--- config.mk ---
export PLATFORM = sky130hd
export DESIGN_NAME = slot_sched
export DESIGN_NICKNAME = d
export VERILOG_FILES = /design/src/rtl/slot_sched_pkg.sv /design/src/rtl/ss_lfsr.sv /design/src/rtl/ss_budget.sv /design/src/rtl/ss_slot_cnt.sv /design/src/rtl/slot_sched.sv
export SDC_FILE = /design/constraint.sdc
export NUM_CORES = 1
export LEC_CHECK = 0
export ABC_CLOCK_PERIOD_IN_PS = 3000
export BUFFER_PORTS_ARGS = -buffer_cell sky130_fd_sc_hd__buf_4
export CAP_MARGIN = 20
export CORE_AREA = 2 2 69 71
export CTS_BUF_LIST = sky130_fd_sc_hd__clkbuf_8
export CTS_CLUSTER_DIAMETER = 100
export DETAILED_ROUTE_END_ITERATION = 8
export DIE_AREA = 0 0 71 73
export PLACE_DENSITY = 0.78
export SYNTH_ARGS = -nofsm -noshare
export SYNTH_HDL_FRONTEND = slang
export SYNTH_SLANG_ARGS = --single-unit
--- constraint.sdc ---
create_clock -name clk -period 3 [get_ports clk]
set_clock_uncertainty 0.1 [all_clocks]
set_input_delay 0.3 -clock clk [delete_from_list [all_inputs] [get_ports clk]]
set_output_delay 0.3 -clock clk [all_outputs]
set_load 0.02 [all_outputs]
--- src/rtl/slot_sched_pkg.sv ---
package slot_sched_pkg;
  typedef enum logic [1:0] {
    ST_IDLE  = 2'd0,
    ST_RUN   = 2'd1,
    ST_COUNT = 2'd2
  } sched_state_t;
endpackage

--- src/rtl/ss_lfsr.sv ---
module ss_lfsr #(
  parameter int          W    = 16,
  parameter logic [W-1:0] TAPS = 16'hB400
) (
  input  logic         clk,
  input  logic         rst,
  input  logic         load_i,
  input  logic [W-1:0] seed_i,
  input  logic         step_i,
  output logic [W-1:0] value_o
);
  localparam logic [W-1:0] NONZERO = {{(W-1){1'b0}}, 1'b1};

  logic [W-1:0] state_q;
  logic         fb;

  assign fb      = ^(state_q & TAPS);
  assign value_o = state_q;

  always_ff @(posedge clk) begin
    if (rst) begin
      state_q <= NONZERO;
    end else if (load_i) begin
      state_q <= (seed_i == '0) ? NONZERO : seed_i;
    end else if (step_i) begin
      state_q <= {state_q[W-2:0], fb};
    end
  end
endmodule

--- src/rtl/ss_budget.sv ---
module ss_budget #(
  parameter int RUN_W = 8
) (
  input  logic             clk,
  input  logic             rst,
  input  logic             load_i,
  input  logic [RUN_W-1:0] len_i,
  input  logic             dec_i,
  output logic             empty_o
);
  localparam int CW = RUN_W + 1;

  logic [CW-1:0] left_q;

  assign empty_o = (left_q == '0);

  always_ff @(posedge clk) begin
    if (rst) begin
      left_q <= '0;
    end else if (load_i) begin
      left_q <= {1'b0, len_i} + CW'(1);
    end else if (dec_i && !empty_o) begin
      left_q <= left_q - CW'(1);
    end
  end
endmodule

--- src/rtl/ss_slot_cnt.sv ---
module ss_slot_cnt #(
  parameter int W = 16
) (
  input  logic         clk,
  input  logic         rst,
  input  logic         load_i,
  input  logic [W-1:0] value_i,
  input  logic         tick_i,
  output logic         last_o,
  output logic [W-1:0] count_o
);
  logic [W-1:0] cnt_q;

  assign count_o = cnt_q;
  assign last_o  = (cnt_q <= W'(1));

  always_ff @(posedge clk) begin
    if (rst) begin
      cnt_q <= '0;
    end else if (load_i) begin
      cnt_q <= value_i;
    end else if (tick_i && !last_o) begin
      cnt_q <= cnt_q - W'(1);
    end
  end
endmodule

--- src/rtl/slot_sched.sv ---
module slot_sched
  import slot_sched_pkg::*;
#(
  parameter int W     = 16,
  parameter int RUN_W = 8
) (
  input  logic             clk,
  input  logic             rst,
  input  logic             start_i,
  input  logic [W-1:0]     seed_i,
  input  logic [RUN_W-1:0] run_len_i,
  input  logic             rx_valid_i,
  input  logic             rx_bit_i,
  input  logic             slot_tick_i,
  output logic             grant_o
);
  sched_state_t state_q;
  logic         begin_draw;
  logic         zero_bit;
  logic         budget_empty;
  logic         freeze;
  logic         step;
  logic         cnt_tick;
  logic         cnt_last;
  logic [W-1:0] lfsr_val;
  logic [W-1:0] cnt_val;

  always_comb begin
    begin_draw = (state_q == ST_IDLE) && start_i;
    zero_bit   = rx_valid_i && !rx_bit_i;
    freeze     = (state_q == ST_RUN) && (zero_bit || budget_empty);
    step       = (state_q == ST_RUN) && !freeze;
    cnt_tick   = (state_q == ST_COUNT) && slot_tick_i;
  end

  ss_lfsr #(.W(W)) u_lfsr (
    .clk    (clk),
    .rst    (rst),
    .load_i (begin_draw),
    .seed_i (seed_i),
    .step_i (step),
    .value_o(lfsr_val)
  );

  ss_budget #(.RUN_W(RUN_W)) u_budget (
    .clk    (clk),
    .rst    (rst),
    .load_i (begin_draw),
    .len_i  (run_len_i),
    .dec_i  (step),
    .empty_o(budget_empty)
  );

  ss_slot_cnt #(.W(W)) u_slot (
    .clk    (clk),
    .rst    (rst),
    .load_i (freeze),
    .value_i(lfsr_val),
    .tick_i (cnt_tick),
    .last_o (cnt_last),
    .count_o(cnt_val)
  );

  always_ff @(posedge clk) begin
    if (rst) begin
      state_q <= ST_IDLE;
      grant_o <= 1'b0;
    end else begin
      grant_o <= cnt_tick && cnt_last;
      unique case (state_q)
        ST_IDLE:  if (begin_draw) state_q <= ST_RUN;
        ST_RUN:   if (freeze) state_q <= ST_COUNT;
        ST_COUNT: if (cnt_tick && cnt_last) state_q <= ST_IDLE;
        default:  state_q <= ST_IDLE;
      endcase
    end
  end
endmodule

======== Yosys cells after proc, flatten, opt, wreduce, memory -nomap -nowiden ========
Cells that the tools add are included.
storage, ports and cells
  output and inout port bits .............. 1
  input port bits ......................... 30
  word-level logic and storage cells ...... 46
  flip-flop bits (word level) ............. 44
operators by class
  $lt $le $gt $ge ......................... 1
  muxes and demuxes ....................... 11
  equal/unequal tests ..................... 5
  $add $sub $neg .......................... 3
  reductions and logical operators ........ 21
operators by type and width
  kind                     count
  $mux W16                 5
  $mux W9                  2
  $le A16 B1 Y1 const B    1
  $logic_not A16 Y1        1
  $reduce_xor A16 Y1       1
  $sub A16 B1 Y16 const B  1
  $add A8 B1 Y9 const B    1
  $logic_not A9 Y1         1
  $sub A9 B1 Y9 const B    1
  $logic_and A1 B1 Y1      8
  $mux W2                  3
  $pmux W2 S3              1
  $reduce_bool A2 Y1       3
  $logic_not A1 Y1         4
  $ne A2 B2 Y1 const B     2
  $reduce_and A3 Y1        1
  $eq A2 B1 Y1 const B     1
  $eq A2 B2 Y1 const B     1
  $logic_not A2 Y1         1
  $ne A2 B1 Y1 const B     1
  $logic_or A1 B1 Y1       1

======== Depth between registers and ports, before layout ========
Gate-level depths: netlist (run 1).
  depth after elaboration ................. 9
  gate-level depth with buffers ........... 8
  mapped depth without buffers ............ 7

======== By module ========
From an unflattened synthesis (run 1), not the netlist that was laid out.
second synthesis, totals
  cells, all modules ...................... 339
  area, all modules ....................... 2770.2 um2
modules (own cells, without submodules)
  module       sequential area each (um2)  instances  cells each  area an instance (um2)
  ss_slot_cnt  320.3                       1          142         1153.6
  ss_lfsr      320.3                       1          95          772.0
  ss_budget    180.2                       1          83          670.6
  slot_sched   60.1                        1          19          173.9

======== Least setup slack after synthesis (run 1) ========
OpenSTA, ideal clock, no wires.
  kind .................................... reg2reg
  from .................................... register u_slot.cnt_q[8] (netlist: u_slot.count_o[8])
  to ...................................... register u_slot.cnt_q[7] (netlist: u_slot.count_o[7])
  path buffers ............................ 1
  path slack .............................. 0.921 ns
  clock period less this slack ............ 2.079 ns
  data arrival time ....................... 1.876 ns
  cell stages (with the launch flop) ...... 7
  library setup time ...................... 0.103 ns
  required time ........................... 2.797 ns
  path through ............................ dfxtp_1 > or4_4 > nor3_4 > a21oi_2 > buf_6 > mux2i_1 > a2111oi_2
on the way
  cells in the longest elaborated chain, start to end .. 4
ends and longest elaborated chain
  element                       RTL line           source
  from (decl)                   ss_slot_cnt.sv:12  logic [W-1:0] cnt_q;
  from (signal assigned)        ss_slot_cnt.sv:21  cnt_q <= value_i;
  from (signal assigned)        ss_slot_cnt.sv:23  cnt_q <= cnt_q - W'(1);
  $le A16 B1 Y1                 ss_slot_cnt.sv:15  assign last_o = (cnt_q <= W'(1));
  $logic_not A1 Y1              ss_slot_cnt.sv:22  end else if (tick_i && !last_o) begin
  $logic_and A1 B1 Y1           ss_slot_cnt.sv:22
  $reduce_bool A2 Y1 (no line)  --
No other way between the ends.
A chain may end at the register's enable or synchronous reset.

======== Worst setup path in the final report (run 1) ========
  from .................................... register u_slot.cnt_q[0] (netlist: u_slot.count_o[0])
  to ...................................... register u_slot.cnt_q[7] (netlist: u_slot.count_o[7])
on the way
  cells in the longest elaborated chain, start to end .. 4
  elaborated cells between the ends (all ways) .. 7
  classes of those cells .................. add/sub: 1; order compare: 1; mux: 2; reduce/logical: 3
ends and longest elaborated chain
  element                       RTL line
  $le A16 B1 Y1                 ss_slot_cnt.sv:15
  $logic_not A1 Y1              ss_slot_cnt.sv:22
  $logic_and A1 B1 Y1           ss_slot_cnt.sv:22
  $reduce_bool A2 Y1 (no line)  --
Parallel ways exist; a longest one is shown, timed or not. The select of a mux whose other input is x is not followed.

==> metrics.txt, run 1 <==
outcome=completed; area of the multi-input gates=0.00154 mm2; full die area=0.00518 mm2; top-count cell post-synth=dfxtp_1; Longest Clk Path Bufs=2; Final nets=357; Synth-to-Final Area Change=13.7%; Peak VDD IR=0.402 mV; HP Class=input pin to flip-flop; post-CTS sizing=0; crit path max fanout=12; total CTS buffers=5; Seq/Total Area, Yosys=34.6%; Max-slew headroom=56.2%; CTS tree=done; register area=881 um2; Syn Nets=329; cells after synthesis=294; Total Wirelength=6180 um; Synth Cell Area=0.00255 mm2; Synth Area per Inst=8.67 um2; routed len/inst=16.4 um; DRC violations left=0; fillcell total=387; final setup fails=0; # rows=25; WS Path Type=flip-flop to flip-flop; most instantiated cells after synthesis=44 x dfxtp_1, 37 x nor2_1, 17 x nor3_1; placer congestion estimate=0.825; Yosys top cell area share=34.6%; DIE HEIGHT=73 um; Post-CTS Hold Buffers=0; dominant synthesized flop cell=dfxtp_1; fin crit period=2.46 ns; crit path DAT=2.57 ns; startpoint types=flip-flop; antenna violations before repair=0; I/O pin total=31; CTS Sinks=44; Pwr Density=602 mW/mm2; # Post-CTS Setup Buffers=0; drt pass-1 iters=4; Synth area leaders=dfxtp_1 35%, nor2_1 5.4%, mux2i_1 3.9%; global-route wire length before repair=10200 um; final hold viol count=0; Die Width=71 um; CTS HTree Levels=2; Core Box Area=0.00454 mm2; Leak=1.07 nW; final non-filler cell total=377; worst-skew pair later-pin latency=0.30 ns; Critical Path End Type=flip-flop; Overflow after GRT=0; port bufs=30; total negative slack=0 ns; CTS clk-pin slew, worst paths=0.08 ns; vias in the first global route=2177; Async SR Flop Fraction=0%; Initial Util=56.2%; Final Cycle Share=82.1%; initial DRC count=215; WP data required=3.10 ns; DPL Wire Length=4390 um; Synth area leader=dfxtp_1; All-Layer GR Usage=24.8%; Yosys cell types=55; share of cells above drive strength 1=19.2%; root buf cell=clkbuf_8; via/cell ratio=6.29; max-slew violation count=0; Max Fclk=406 MHz; total number of vias=2371; largest net degree at the start of global routing=48; Post-synth EDFFs=0; Slew @ Worst Pin=0.657 ns; Yosys reg bits=44; diode count=0; Antenna Nets Post-Route=0; max_cap viols=0; yosys warns=0; # placed instances=369; RSZ-0062 raised after global routing=false
power breakdown:
group	internal [mW]	leakage, nW	switching [mW]
Combinational	0.246	0.645	0.315
Sequential	0.655	0.361	0.0791
Clock	0.244	0.0593	0.206
layout by cell type, fill, tap and decap left out, types with 6 or more instances in the layout:
cell,instances
a211oi_1,12
a221oi_1,9
nor3_1,17
nor2_1,37
inv_1,9
a21oi_1,12
nor4_1,9
buf_4,36
nand2_1,12
and3_1,6
dfxtp_1,44
nand3_1,7
xnor2_1,10
mux2i_1,10
final timing paths:
| check | endpoint | slack (ns) | cells after the start | start |
|---|---|---|---|---|
| worst max-delay path | u_slot.count_o[7]$_SDFFE_PP0P_ | 0.54 | 7 | u_slot.count_o[0]$_SDFFE_PP0P_ |
| worst min-delay path | u_budget.left_q[0]$_SDFFE_PP0P_ | 0.09 | 2 | run_len_i[0] |
| worst max register to register | u_slot.count_o[7]$_SDFFE_PP0P_ | 0.54 | 7 | u_slot.count_o[0]$_SDFFE_PP0P_ |
| worst min register to register | u_budget.left_q[5]$_SDFFE_PP0P_ | 0.39 | 1 | u_budget.left_q[5]$_SDFFE_PP0P_ |
registers in the layout, summed over array words and instances, names as in the netlist:
register / flops
u_lfsr.value_o: 16
u_slot.count_o: 16
u_budget.left_q: 9
state_q: 2
grant_o: 1
per-layer routing:
metal,part of all wire [%],track usage [%]
met1,48,34.1
met2,46,39.8
met3,5.1,3.87
met4,1.1,8.39
met5,0,0
worst max-delay path: stages, from the launching register on:
cell and delay [ns]:
dfxtp_1 0.44, inv_1 0.11, ha_1 0.26, nor2_1 0.24, nor4_4 0.10, a21oi_2 0.56
mux2i_1 0.20, a2111oi_2 0.37
final cells by class:
| class | instances | area share (%) |
|---|---|---|
| timing repair buffer | 36 | 9.33 |
| clock buffer | 5 | 2.37 |
| multi-input combinational | 227 | 53.2 |
| clock inverter | 3 | 1.34 |
| sequential | 44 | 30.4 |
| tap | 54 | 2.33 |
| inverter | 8 | 1.04 |
metrics by stage:
| step | util [%] | setup slack (ns) | total power [mW] | hold WS, ns | area [um2] |
|---|---|---|---|---|---|
| final | 63.9 | 0.536 | 1.75 | 0.0922 | 2900 |
| after global routing | 63.9 | 0.328 | 1.84 | 0.111 | 2900 |
| after CTS | 63.9 | 0.542 | 1.74 | 0.0873 | 2900 |
| after detailed placement | 61.5 | 0.607 | 1.29 | 0.374 | 2790 |
| after global placement | 61.5 | 0.735 | 1.29 | 0.370 | 2790 |
| after floorplan | - | 0.921 | 1.15 | 0.296 | 2550 |
cells by family after synthesis:
| group | count (synthesis) | share of synthesized area, % |
|---|---|---|
| and+or+nand+nor | 126 | 27.5 |
| DFF | 44 | 34.6 |
| adders and majority gates | 5 | 2.45 |
| AOI/OAI and AO/OA | 71 | 21.5 |
| xor gates and xnor gates | 15 | 5.15 |
| muxes | 10 | 3.93 |
| buffers and inverters | 23 | 4.96 |
(Power assumes the default switching activity.)
==> run 2: changes to the inputs <==
Settings changed: ABC_AREA set to 1, ABC_CLOCK_PERIOD_IN_PS 3000 to 2200, CORE_AREA 2 2 69 71 to 2 2 76 78, DIE_AREA 0 0 71 73 to 0 0 78 80, PLACE_DENSITY 0.78 to 0.75.
Clock period 3 ns to 2.2 ns, I/O delays scaled along.
==> run 2 against run 1 <==
Net effect: final area grew 11%; first-iteration DRC count grew 33%; synthesized cell count grew 51%; non-clock buffer count is the same; clock power grew 47%; worst setup slack lost 0.34 ns; global-route usage shrank 0.81 points; critical endpoint is now u_slot.count_o[11]$_SDFFE_PP0P_; largest cell class unchanged; largest power group is now combinational cells.
==> metrics.txt, run 2 <==
Critical Path Slowest Stage Cell=dfxtp_1; Yosys cell types=33 (-40%); Pwr Total=2.92 mW (+67%); final hold viol count=0 (unchanged); Peak VDD IR=0.526 mV (+31%); global-route wire length before repair=12100 um (+19%); Syn Nets=478 (+45%); CTS tree=done; beginning of the worst hold path=seed_i[1]; DRC violations left=0 (unchanged); # Post-CTS Setup Buffers=0 (unchanged); via/cell ratio=5.35 (-15%); I/O pin total=31 (unchanged); total CTS buffers=5 (unchanged); most instantiated cells after synthesis=86 x nand2_1, 72 x nor2_1, 48 x nand3_1; final setup fails=0 (unchanged); Crit path buffers/inverters=2 (+1); drt pass-1 iters=5 (+1); WP data required=2.33 ns (-0.77 ns); Initial Util=53.1% (-3.1 points); top-count cell post-synth=nand2_1; routed len/inst=12.6 um (-23%); Synth area leader=dfxtp_1; outcome=completed; diode count=0 (unchanged); CTS Sinks=44 (unchanged); Yosys reg bits=44 (unchanged); antenna violations before repair=0 (unchanged); Final nets=503 (+41%); vias in the first global route=2703 (+24%); Seq/Total Area, Yosys=30.7% (-3.9 points); DIE HEIGHT=80 um (+9.6%); Post-synth EDFFs=0 (unchanged); Synth area leaders=dfxtp_1 31%, nand2_1 11%, nor2_1 9.4%; Overflow after GRT=0 (unchanged); Async SR Flop Fraction=0% (unchanged); startpoint types=flip-flop; placer congestion estimate=0.902 (+9.3%); share of cells above drive strength 1=16.2% (-3.0 points); Top delay family on crit path=simple AND/OR/NAND/NOR gates; post-CTS sizing=0 (unchanged); HP Class=input pin to flip-flop; All-Layer GR Usage=23.9% (-0.81 points); Synth-to-Final Area Change=12.5%; CTS HTree Levels=2 (unchanged); Die Width=78 um (+9.9%); # rows=27 (+8.0%); WS Path Type=flip-flop to flip-flop; CTS clk-pin slew, worst paths=0.09 ns (about the same); fillcell total=528 (+36%); Slew @ Worst Pin=0.348 ns (-0.308 ns); RSZ-0062 raised after global routing=false; worst-skew pair later-pin latency=0.30 ns (about the same); initial DRC count=286 (+33%); yosys warns=0 (unchanged); full die area=0.00624 mm2 (+20%); Post-CTS Hold Buffers=0 (unchanged); Max stage delay on crit path=0.33 ns (-0.23 ns); Longest Clk Path Bufs=2 (unchanged); root buf cell=clkbuf_8; Synth Cell Area=0.00287 mm2 (+13%); Antenna Nets Post-Route=0 (unchanged); Max-slew headroom=76.5% (+20 points); crit path cell chain=inv_1 > ha_1 > nor2_1 > nor2_1 > nand3_2 > nand2_2 > nand2_2 > inv_1 > nand2_1 > a21oi_1; worst r2r src=u_slot.count_o[0]$_SDFFE_PP0P_; Leak=1.52 nW (+43%); max-slew violation count=0 (unchanged); Final Cycle Share=91.0% (+8.9 points); crit path DAT=2.13 ns (-0.44 ns); port bufs=30 (unchanged); highest-count cells in the layout ignoring fill and taps=86 x nand2_1, 72 x nor2_1, 48 x nand3_1; crit path max fanout=12 (unchanged); Max Fclk=499 MHz (+23%); Yosys top cell area share=30.7% (-3.9 points); cells after synthesis=443 (+51%); Pwr Density=903 mW/mm2 (+50%); DPL Wire Length=5160 um (+17%); Critical Path End Type=flip-flop; most common cell after layout, fill and taps aside=nand2_1; max_cap viols=0 (unchanged); fin crit period=2.00 ns (-0.461 ns); dominant synthesized flop cell=dfxtp_1; Setup crit start=u_slot.count_o[0]$_SDFFE_PP0P_; largest net degree at the start of global routing=22 (-54%); worst hold slack=0.0851 ns (-0.00709 ns); total number of vias=2897 (+22%); Total Wirelength=6820 um (+10%); Core Box Area=0.00541 mm2 (+19%); total negative slack=0 ns (unchanged); Synth Area per Inst=6.48 um2 (-25%)
run 2: cell types whose count changed in the layout (fill, tap and decap cells not counted), moves of 9 or more:
cell	delta
a221oi_1	-9
o21ai_0	+39
mux2i_1	-9
nor4_1	-9
inv_1	+21
a211oi_1	-9
nand2_1	+74
a21oi_1	+10
nor2_1	+35
nand3_1	+41
nor3_1	-12
o21ai_1	+11
run 2: final timing paths:
check / slack [ns] / endpoint / cells past startpoint
hold / removal: 0.09 / u_lfsr.value_o[1]$_SDFFE_PP0P_ / 3
setup reg to reg: 0.20 / u_slot.count_o[11]$_SDFFE_PP0P_ / 10
setup / recovery: 0.20 / u_slot.count_o[11]$_SDFFE_PP0P_ / 10
hold reg to reg: 0.41 / u_lfsr.value_o[3]$_SDFFE_PP0P_ / 2
run 2: stage by stage:
stage / cell area [um2] / utilization, % / cells / setup WS (ns)
floorplan: 2870 / - / 443 / 0.649
global placement: 3110 / 57.5 / 533 / 0.327
detailed placement: 3110 / 57.5 / 533 / 0.230
CTS: 3230 / 59.7 / 541 / 0.193
global route: 3230 / 59.7 / 541 / 0.0115
finish: 3230 / 59.7 / 541 / 0.197
run 2: layout make-up:
class,instances,area [um2],share of cell area [%]
Clock buffer,6,82.6,2.56
Clock inverter,2,38.8,1.20
Inverter,37,139,4.30
Multi-Input combinational cell,344,1730,53.5
Sequential cell,44,881,27.3
Tap cell,72,90.1,2.79
Timing Repair Buffer,36,270,8.37
run 2: worst min-delay path, delay by kind of cell:
kind / cells / cell delay (ns)
buffers and inverters: 1 / 0.11
and+or+nand+nor: 1 / 0.06
AOI/OAI and AO/OA: 1 / 0.05
run 2: cells by family (layout without fill, tap and decap cells):
kind of cell               Yosys count  in the layout  synth area share, %
and+or+nand+nor                    249            249                 40.3
AOI/OAI and AO/OA                   78             78                 14.0
buffers and inverters               55             81                 9.11
DFF                                 44             44                 30.7
xor gates and xnor gates            11             11                 3.36
adders and majority gates            5              5                 2.18
muxes                                1              1                0.349
run 2: metal layers:
metal / global-route usage, % / up-vias / wire length, um
met4: 6.14 / 0 / 83
met1: 33.7 / 1316 / 3340
li1: - / 1498 / -
met3: 3.85 / 11 / 269
met2: 38.3 / 72 / 3130
met5: 0 / - / 0
run 2: power breakdown:
group	leakage (nW)	internal (mW)	total [mW]	switching, mW
logic	1.10	0.463	1.22	0.760
clock network	0.0614	0.372	0.661	0.289
registers	0.361	0.917	1.03	0.114
total	1.52	1.75	2.92	1.16
